--- config.mk ---
export PLATFORM = sky130hd
export DESIGN_NAME = rclk_lockmute
export DESIGN_NICKNAME = d
export VERILOG_FILES = /design/src/rtl/rlm_pkg.sv /design/src/rtl/rlm_bitwatch.sv /design/src/rtl/rlm_winmon.sv /design/src/rtl/rlm_lockctl.sv /design/src/rtl/rclk_lockmute.sv
export SDC_FILE = /design/constraint.sdc
export NUM_CORES = 1
export LEC_CHECK = 0
export BUFFER_PORTS_ARGS = -buffer_cell sky130_fd_sc_hd__buf_2
export CAP_MARGIN = 20
export CORE_MARGIN = 2
export CORE_UTILIZATION = 55
export DETAILED_ROUTE_END_ITERATION = 10
export GPL_TIMING_DRIVEN = 1
export PLACE_DENSITY = 0.82
export SKIP_LAST_GASP = 1
export SLEW_MARGIN = 20
export SYNTH_ARGS = -nofsm -noshare
export SYNTH_HDL_FRONTEND = slang
export SYNTH_SLANG_ARGS = --single-unit
--- constraint.sdc ---
create_clock -name clk -period 1.5 [get_ports clk]
set_input_delay 0.15 -clock clk [delete_from_list [all_inputs] [get_ports clk]]
set_output_delay 0.15 -clock clk [all_outputs]
set_load 0.1 [all_outputs]
--- src/rtl/rlm_pkg.sv ---
package rlm_pkg;
  typedef enum logic {
    LK_OPEN = 1'b0,
    LK_HELD = 1'b1
  } lk_state_t;

  // counter width needed to hold values 0..n
  function automatic int unsigned cnt_w(input int unsigned n);
    return (n < 2) ? 1 : $clog2(n + 1);
  endfunction
endpackage

--- src/rtl/rlm_bitwatch.sv ---
module rlm_bitwatch (
  input  logic clk,
  input  logic rst_s,
  input  logic bit_in,
  input  logic bit_vld,
  output logic edge_ev,
  output logic iso_ev
);
  logic [2:0] sh_q, sh_d;
  logic [1:0] fill_q, fill_d;
  logic       new_q, new_d;

  always_comb begin
    sh_d   = sh_q;
    fill_d = fill_q;
    new_d  = bit_vld;
    if (bit_vld) begin
      sh_d = {sh_q[1:0], bit_in};
      if (fill_q != 2'd3) fill_d = fill_q + 2'd1;
    end
  end

  always_ff @(posedge clk or negedge rst_s) begin
    if (!rst_s) begin
      sh_q   <= '0;
      fill_q <= '0;
      new_q  <= 1'b0;
    end else begin
      sh_q   <= sh_d;
      fill_q <= fill_d;
      new_q  <= new_d;
    end
  end

  // transition relative to the previously strobed bit
  assign edge_ev = bit_vld & (bit_in ^ sh_q[0]);
  // isolated bit seen in a freshly shifted, fully filled window
  assign iso_ev  = new_q & (fill_q == 2'd3) & ((sh_q == 3'b101) | (sh_q == 3'b010));
endmodule

--- src/rtl/rlm_winmon.sv ---
module rlm_winmon #(
  parameter int unsigned WIN = 200
) (
  input  logic clk,
  input  logic rst_s,
  input  logic ev,
  output logic ok
);
  localparam int unsigned CW = rlm_pkg::cnt_w(WIN);
  localparam logic [CW-1:0] LAST = CW'(WIN - 1);

  logic [CW-1:0] cnt_q, cnt_d;
  logic          ok_q, ok_d;

  always_comb begin
    cnt_d = cnt_q;
    ok_d  = ok_q;
    if (ev) begin
      cnt_d = '0;
      ok_d  = 1'b1;
    end else if (cnt_q == LAST) begin
      ok_d  = 1'b0;
    end else begin
      cnt_d = cnt_q + 1'b1;
    end
  end

  always_ff @(posedge clk or negedge rst_s) begin
    if (!rst_s) begin
      cnt_q <= '0;
      ok_q  <= 1'b0;
    end else begin
      cnt_q <= cnt_d;
      ok_q  <= ok_d;
    end
  end

  assign ok = ok_q;
endmodule

--- src/rtl/rlm_lockctl.sv ---
module rlm_lockctl #(
  parameter int unsigned GRACE = 100
) (
  input  logic clk,
  input  logic rst_s,
  input  logic cond,
  output logic lock
);
  import rlm_pkg::*;
  localparam int unsigned GW = cnt_w(GRACE);
  localparam logic [GW-1:0] GLAST = GW'(GRACE - 1);

  lk_state_t     st_q, st_d;
  logic [GW-1:0] g_q, g_d;

  always_comb begin
    st_d = st_q;
    g_d  = g_q;
    unique case (st_q)
      LK_OPEN: begin
        g_d = '0;
        if (cond) st_d = LK_HELD;
      end
      LK_HELD: begin
        if (cond) begin
          g_d = '0;
        end else if (g_q == GLAST) begin
          g_d  = '0;
          st_d = LK_OPEN;
        end else begin
          g_d = g_q + 1'b1;
        end
      end
      default: st_d = LK_OPEN;
    endcase
  end

  always_ff @(posedge clk or negedge rst_s) begin
    if (!rst_s) begin
      st_q <= LK_OPEN;
      g_q  <= '0;
    end else begin
      st_q <= st_d;
      g_q  <= g_d;
    end
  end

  assign lock = (st_q == LK_HELD);
endmodule

--- src/rtl/rclk_lockmute.sv ---
module rclk_lockmute #(
  parameter int unsigned ACT_WIN  = 200,
  parameter int unsigned HARM_WIN = 30000,
  parameter int unsigned GRACE    = 100
) (
  input  logic clk,
  input  logic rst_n,
  input  logic bit_in,
  input  logic bit_vld,
  input  logic pll_ok,
  output logic lock_out,
  output logic sdo
);
  logic [1:0] rsync_q;
  logic       rst_s;
  logic       edge_ev, iso_ev;
  logic       act_ok, harm_ok;
  logic       cond_all;
  logic       lock_i;
  logic       sdo_q, sdo_d;

  // asynchronous assertion, synchronous release
  always_ff @(posedge clk or negedge rst_n) begin
    if (!rst_n) rsync_q <= 2'b00;
    else        rsync_q <= {rsync_q[0], 1'b1};
  end
  assign rst_s = rsync_q[1];

  rlm_bitwatch u_watch (
    .clk(clk), .rst_s(rst_s), .bit_in(bit_in), .bit_vld(bit_vld),
    .edge_ev(edge_ev), .iso_ev(iso_ev)
  );

  rlm_winmon #(.WIN(ACT_WIN)) u_act (
    .clk(clk), .rst_s(rst_s), .ev(edge_ev), .ok(act_ok)
  );

  rlm_winmon #(.WIN(HARM_WIN)) u_harm (
    .clk(clk), .rst_s(rst_s), .ev(iso_ev), .ok(harm_ok)
  );

  assign cond_all = act_ok & harm_ok & pll_ok;

  rlm_lockctl #(.GRACE(GRACE)) u_lock (
    .clk(clk), .rst_s(rst_s), .cond(cond_all), .lock(lock_i)
  );

  // output gate: pass strobed bits only while locked, else hold
  always_comb begin
    sdo_d = sdo_q;
    if (lock_i && bit_vld) sdo_d = bit_in;
  end

  always_ff @(posedge clk or negedge rst_s) begin
    if (!rst_s) sdo_q <= 1'b0;
    else        sdo_q <= sdo_d;
  end

  assign lock_out = lock_i;
  assign sdo      = sdo_q;
endmodule

==> impl_metrics.csv, run 1 <==
group,metric,value,unit
detailed_routing,detail_route.wl_per_cell,14.6,um
synthesis,ys_warn_count,0,
synthesis,synth_area_per_cell,10.8,sq um
critical_path,critPathKind,"flip-flop to flip-flop",
pwr,clockPowerShare,0.162,
global_route,grt_usage,0.208,
pwr,pwr-share-comb,0.338,
die,die_w,63.2,um
timing,finalClockSkew,0.0154,ns
layout,drive_gt1_frac,0.292,
layout,final_common_cell,"dfrtp_1",
detailed_routing,drt_first_pass_iters,4,
pwr,internal-power,2.06,mW
layout,final_nets,228,
placed_design,dp_hpwl,2580,um
critical_path,worstPathMaxFanout,8,
clocking,cts.sinks,42,
layout,layout.cells.non_filler,265,
layout,stdcell_area,2410,sq um
pwr,swShare,0.346,
pwr,p_per_area,1310,nW/um^2
timing,fmax,526,MHz
die,core,3360,sq um
placed_design,port_buffers,6,
global_route,grt_pass1_vias,1497,
die,dieArea,3990,sq um
pwr,p_switching,1.09,mW
timing,finalMaxSlewViolations,0,
synthesis,syn_inst,179,
clocking,clk_pin_slew,0.12,ns
timing,rsz0062_at_grt,"yes",
synthesis,ys_seq_area_frac,0.545,
timing,finalWorstSetupSlack,-0.400,ns
critical_path,start_kind,"flip-flop",
placed_design,routabilityCongestion,0.802,
die,rows,21,
layout,final_cell_mix,"42 x dfrtp_1, 28 x nor2_1, 25 x buf_4",
clocking,htreeDepth,2,
timing,period_share,1.27,
outcome,status,"complete, but fails checks",
layout,syn_to_final_growth,25.3,%
timing,period_needed,1.90,ns
pwr,p_seq_frac,0.500,
critical_path,crit_arrival,2.17,ns
clocking,cts_made_buffers,5,
critical_path,crit_required,1.77,ns
clocking,cts_tree,"yes",
detailed_routing,drtIter0Drc,61,
timing,setup_viol,8,
clocking,clk_latency,0.35,ns
detailed_routing,wl,3870,um
global_route,globalRouteOverflowTotal,0,
global_route,grt_pass1_wl,6550,um
detailed_routing,vias,1441,
synthesis,mappedNetlistNets,188,
global_route,grt_max_degree,41,
timing,final_hold_viol_count,0,
synthesis,synth_cell_types,38,
clocking,cts-root-buf,"clkbuf_4",
layout,fin_util,0.718,
pwr,p_leak,1.11,nW
detailed_routing,vias_per_cell,5.44,
die,initial_core_util,0.573,
die,fp.dieH,63.2,um
synthesis,netlist_area,1930,sq um
detailed_routing,drc,0,
min_path,hold_class,"input port to flip-flop",
synthesis,synth_seq_cells,42,
outcome,violations,"negative setup slack",
flow_run,drv_cap,0,
clocking,clockBufferDepth,2,
placed_design,dp_cells,252,
layout,diodes,0,
global_route,antenna_found_initial,0,
critical_path,cp-end-kind,"flip-flop",
detailed_routing,drtAntennaViolNets,0,
placed_design,dpl_cell_area,2210,sq um
pwr,peakVddDrop,0.000802,V
die,ios,7,
placed_design,pre_cts_ws,-0.364,ns
## cell families (layout without fill, tap and decap cells)
| kind of cell | after synthesis | count (layout) | share of synthesized area |
|---|---|---|---|
| compound gates | 11 | 11 | 0.0422 |
| xor+xnor | 23 | 23 | 0.105 |
| fa+ha+maj | 4 | 4 | 0.0260 |
| buf+inv | 8 | 48 | 0.0195 |
| flops | 42 | 42 | 0.545 |
| mux | 7 | 7 | 0.0396 |
| other cells | 1 | 1 | 0.00195 |
| simple gates | 83 | 83 | 0.221 |
## through the flow
stage | hold slack (ns) | total power, mW | setup TNS (ns)
2_1_floorplan | -0.146 | 2.16 | -2.02
3_3_place_gp | -0.0660 | 2.44 | -1.71
3_5_place_dp | -0.0626 | 2.54 | -2.00
4_1_cts | 0.0733 | 3.08 | -2.09
5_1_grt | 0.0649 | 3.35 | -3.04
6_report | 0.0754 | 3.15 | -2.25
## cell usage after synthesis (all sizes together)
| cell type | instances | area [sq um] |
|---|---|---|
| a21bo | 1 | 10.0 |
| o21bai | 1 | 7.51 |
| a31o | 1 | 8.76 |
| o21ai | 1 | 5.00 |
| conb | 1 | 3.75 |
| nand2b | 2 | 12.5 |
| or4 | 1 | 11.3 |
| xor2 | 7 | 61.3 |
| and2 | 1 | 6.26 |
| buf | 1 | 11.3 |
| a21oi | 4 | 23.8 |
| and3 | 2 | 12.5 |
| or4b | 1 | 10.0 |
| nand4b | 1 | 8.76 |
| nand3 | 12 | 60.1 |
| nand4 | 3 | 18.8 |
| nor2b | 1 | 6.26 |
| clkbuf | 2 | 7.51 |
| or3 | 1 | 6.26 |
| nor4b | 2 | 17.5 |
| or3b | 1 | 8.76 |
| a211oi | 1 | 7.51 |
| nand2 | 12 | 45.0 |
| nand3b | 2 | 15.0 |
| ha | 4 | 50.1 |
| a21o | 1 | 8.76 |
| mux2i | 2 | 20.0 |
| nor4 | 5 | 31.3 |
| xnor2 | 16 | 140 |
| and4 | 1 | 8.76 |
| dfrtp | 42 | 1050 |
| inv | 5 | 18.8 |
| or4bb | 1 | 11.3 |
| nor2 | 28 | 105 |
| nor3 | 6 | 30.0 |
| mux2 | 5 | 56.3 |
| a41o | 1 | 10.0 |
## final cells by class
cell class,instances,area [sq um]
well taps,46,57.6
inverters,5,18.8
fillers,253,950
clock inverters,2,10.0
repair buffers,36,265
flip-flops and latches,42,1050
multi-input cells,129,973
clock buffers,5,37.5
## path summary, 6_finish.rpt
| path | start | slack (ns) | cells past startpoint | to |
|---|---|---|---|---|
| worst max-delay path | u_harm.cnt_q[4]$_DFFE_PN0P_ | -0.40 | 4 | u_harm.cnt_q[2]$_DFFE_PN0P_ |
| worst min-delay path | bit_in | 0.08 | 2 | sdo$_DFFE_PN0P_ |
| worst max register to register | u_harm.cnt_q[4]$_DFFE_PN0P_ | -0.40 | 4 | u_harm.cnt_q[2]$_DFFE_PN0P_ |
| worst min register to register | rsync_q[1]$_DFF_PN0_ | 0.30 | 1 | u_harm.cnt_q[6]$_DFFE_PN0P_ |
| max in group asynchronous | rsync_q[1]$_DFF_PN0_ | 0.86 | 1 | u_watch.new_q$_DFF_PN0_ |
| min in group asynchronous | rst_n | 0.10 | 2 | rsync_q[0]$_DFF_PN0_ |
## what timing repair did
action	CTS	global route
gates resized for setup	6	13
pin swaps	2	6
gates cloned	0	1
endpoints found under the setup margin	14	19
setup buffers	2	1
hold endpoints to repair	3	0
hold buffers	2	0
## flip-flops by register name, indices dropped and copies added (netlist names)
| register | flops |
|---|---|
| rsync_q | 2 |
| sdo | 1 |
| u_act.cnt_q | 8 |
| u_act.ok | 1 |
| u_harm.cnt_q | 15 |
| u_harm.ok | 1 |
| u_lock.g_q | 7 |
| u_lock.lock | 1 |
| u_watch.fill_q | 2 |
| u_watch.new_q | 1 |
| u_watch.sh_q | 3 |
## power by group through the flow
stage	clock, mW	combinational (mW)	sequential (mW)
2_1_floorplan	0	0.566	1.60
3_3_place_gp	0	0.878	1.56
3_5_place_dp	0	0.962	1.58
4_1_cts	0.517	1.00	1.56
5_1_grt	0.567	1.18	1.60
6_report	0.511	1.07	1.57
## worst max-delay path, cell delays in order (launching register included)
cell     delay, ns
dfrtp_1       0.39
or4bb_1       0.50
or4_4         0.60
a21bo_1       0.20
a21oi_1       0.13
## routing by layer
layer  up-vias  track usage  routed length (um)
met5         -            0                   0
met4         0       0.0761                  41
met3         8       0.0429                 201
met2        36        0.352                2050
met1       701        0.265                1590
li1        696            -                   -
Power figures use the tool's default switching activity.
==> run 2, diff against run 1 <==
--- a/config.mk
+++ b/config.mk
@@ -11,7 +11,7 @@
 export CORE_UTILIZATION = 55
 export DETAILED_ROUTE_END_ITERATION = 10
 export GPL_TIMING_DRIVEN = 1
-export PLACE_DENSITY = 0.82
+export PLACE_DENSITY = 0.83
 export SKIP_LAST_GASP = 1
 export SLEW_MARGIN = 20
 export SYNTH_ARGS = -nofsm -noshare
==> constraint.sdc (replaced) <==
create_clock -name clk -period 2.37 [get_ports clk]
set_input_delay 0.237 -clock clk [delete_from_list [all_inputs] [get_ports clk]]
set_output_delay 0.237 -clock clk [all_outputs]
set_load 0.05 [all_outputs]
==> run 2 against run 1 <==
  * Routed wire length down 9.7%
  * Worst hold slack got worse by 0.027 ns
  * Highest routed layer unchanged
  * Combinational power shrank 58%
  * First-iteration DRC count up 21%
  * Non-clock buffer count decreased by 25
  * Global-route usage shrank 0.23 points
  * Register-to-register slack improved by 0.69 ns
  * The flow now finishes without violations
  * Flip-flop and latch count did not move
  * Final area fell by 13%
  * Critical path depth unchanged
  * Via count shrank 5.4%
  * Sequential power is 35% lower
==> impl_metrics.csv, run 2 (synthesis results as in run 1) <==
group,metric,value,unit
outcome,status,"finished, final reports clean",
layout,seq_area,1050,sq um
timing,setup_viol,0,
timing,rsz0062_at_grt,"no",
layout,regMostFlops,"u_harm.cnt_q",
flow_run,drv_cap,0,
clocking,cts_tree,"yes",
layout,diodes,0,
pwr,peakVddDrop,0.000632,V
die,fp.dieH,63.2,um
die,rows,21,
die,ios,7,
detailed_routing,vias,1363,
timing,tns,0,ns
pwr,p_leak,0.924,nW
min_path,hold_depth,1,
placed_design,routabilityCongestion,0.803,
timing,slew_headroom,0.540,
critical_path,crit_arrival,2.39,ns
critical_path,r2r_end,"u_harm.cnt_q[4]$_DFFE_PN0P_",
clocking,clk_pin_slew,0.14,ns
global_route,grt_pass1_vias,1441,
placed_design,dp_hpwl,2440,um
detailed_routing,detail_route.wl_per_cell,14.5,um
layout,reg_top3,"u_harm.cnt_q (15), u_act.cnt_q (8), u_lock.g_q (7)",
layout,multiInputGateArea,838,sq um
critical_path,critPathKind,"flip-flop to flip-flop",
detailed_routing,drtIter0Drc,74,
global_route,antenna_found_initial,0,
clocking,cts.sinks,42,
layout,largest_reg_flops,15,
layout,final_cell_mix,"42 x dfrtp_1, 28 x nor2_1, 16 x xnor2_1",
timing,final_hold_viol_count,0,
critical_path,worstRegToRegCells,4,
detailed_routing,drt_first_pass_iters,4,
critical_path,reg2reg_from,"u_harm.cnt_q[9]$_DFFE_PN0P_",
timing,fmax,482,MHz
layout,syn_to_final_growth,9.55,%
min_path,hold_class,"input port to flip-flop",
critical_path,crit_required,2.68,ns
die,core,3360,sq um
layout,final_nets,203,
layout,layout.cells.non_filler,241,
clocking,cts_hold_buf,1,
global_route,grt_max_degree,26,
timing,finalClockSkew,0.0205,ns
timing,tightest_slew,0.690,ns
critical_path,ff2ff_setup_slack,0.29,ns
die,dieArea,3990,sq um
global_route,grt_usage,0.206,
critical_path,start_kind,"flip-flop",
critical_path,max_stage_delay,0.60,ns
detailed_routing,wl,3500,um
critical_path,worstPathMaxFanout,8,
timing,period_needed,2.08,ns
placed_design,dp_cells,232,
clocking,cts-root-buf,"clkbuf_4",
min_path,holdPathEnd,"u_watch.new_q$_DFF_PN0_",
die,initial_core_util,0.573,
detailed_routing,drtAntennaViolNets,0,
clocking,cts_resized,0,
min_path,worstHoldStart,"bit_vld",
layout,drive_gt1_frac,0.138,
detailed_routing,drc,0,
timing,finalMaxSlewViolations,0,
clocking,post_cts_buffers,0,
global_route,grt_pass1_wl,6460,um
layout,final_common_cell,"dfrtp_1",
layout,fill_cells,277,
clocking,clockBufferDepth,2,
clocking,cts_made_buffers,5,
detailed_routing,vias_per_cell,5.66,
critical_path,path_cells,"or4b_1 -> or4_4 -> a211oi_1 -> a31o_1",
critical_path,timing.critical_path.slowest_stage_cell,"or4_4",
pwr,p_per_area,875,nW/um^2
die,die_w,63.2,um
critical_path,cp-end-kind,"flip-flop",
global_route,globalRouteOverflowTotal,0,
clocking,htreeDepth,2,
timing,period_share,0.876,
clocking,clk_latency,0.37,ns
placed_design,port_buffers,6,
run 2: cell count changes in the layout (fill, tap and decap cells not counted), sizes merged:
cell,previous run,this run
clkinv,2,1
clkinvlp,0,1
inv,5,6
buf,34,10
dlygate4sd3,2,1
run 2: through the flow:
step	instance area [sq um]	utilization	hold slack [ns]	setup slack [ns]	power [mW]
after floorplan	1930	-	-0.0586	0.388	1.35
after global placement	2040	0.606	0.0213	0.398	1.43
after detailed placement	2040	0.606	0.0279	0.367	1.47
after CTS	2110	0.628	0.0323	0.333	1.86
after global routing	2110	0.628	0.0387	0.253	1.97
final	2110	0.628	0.0481	0.294	1.85
run 2: worst max-delay path by stage:
stage | cells after the start | to | start
6_report | 4 | u_harm.cnt_q[4]$_DFFE_PN0P_ | u_harm.cnt_q[9]$_DFFE_PN0P_
4_1_cts | 4 | u_harm.cnt_q[4]$_DFFE_PN0P_ | u_harm.cnt_q[9]$_DFFE_PN0P_
5_1_grt | 4 | u_harm.cnt_q[4]$_DFFE_PN0P_ | u_harm.cnt_q[9]$_DFFE_PN0P_
3_5_place_dp | 4 | u_harm.cnt_q[3]$_DFFE_PN0P_ | u_harm.cnt_q[9]$_DFFE_PN0P_
3_3_place_gp | 4 | u_harm.cnt_q[3]$_DFFE_PN0P_ | u_harm.cnt_q[9]$_DFFE_PN0P_
2_1_floorplan | 5 | u_harm.cnt_q[3]$_DFFE_PN0P_ | u_harm.cnt_q[9]$_DFFE_PN0P_
run 2: layer usage:
metal | vias to the layer above | global-route usage | wire, um
li1 | 648 | - | -
met1 | 686 | 0.267 | 1590
met2 | 26 | 0.336 | 1750
met3 | 3 | 0.0589 | 124
met4 | 0 | 0.0652 | 34
met5 | - | 0 | 0
run 2: final cells by class:
cell class / count / share of cell area
clock buffer: 5 / 0.0178
tap: 46 / 0.0273
clock inverter: 3 / 0.0119
sequential: 42 / 0.498
timing repair buffer: 11 / 0.0391
multi-input combinational: 129 / 0.397
inverter: 5 / 0.00889
run 2: report_power, final:
part           total (mW)  internal, mW  switching (mW)
logic               0.449         0.219           0.230
clock network       0.375         0.121           0.254
registers            1.02         0.865           0.158
total                1.85          1.21           0.641
run 2: worst max-delay path, delay by kind of cell, from the launching register on:
family | cells | cell delay (ns)
AOI/OAI and AO/OA | 2 | 0.43
and+or+nand+nor | 2 | 1.14
DFF | 1 | 0.47
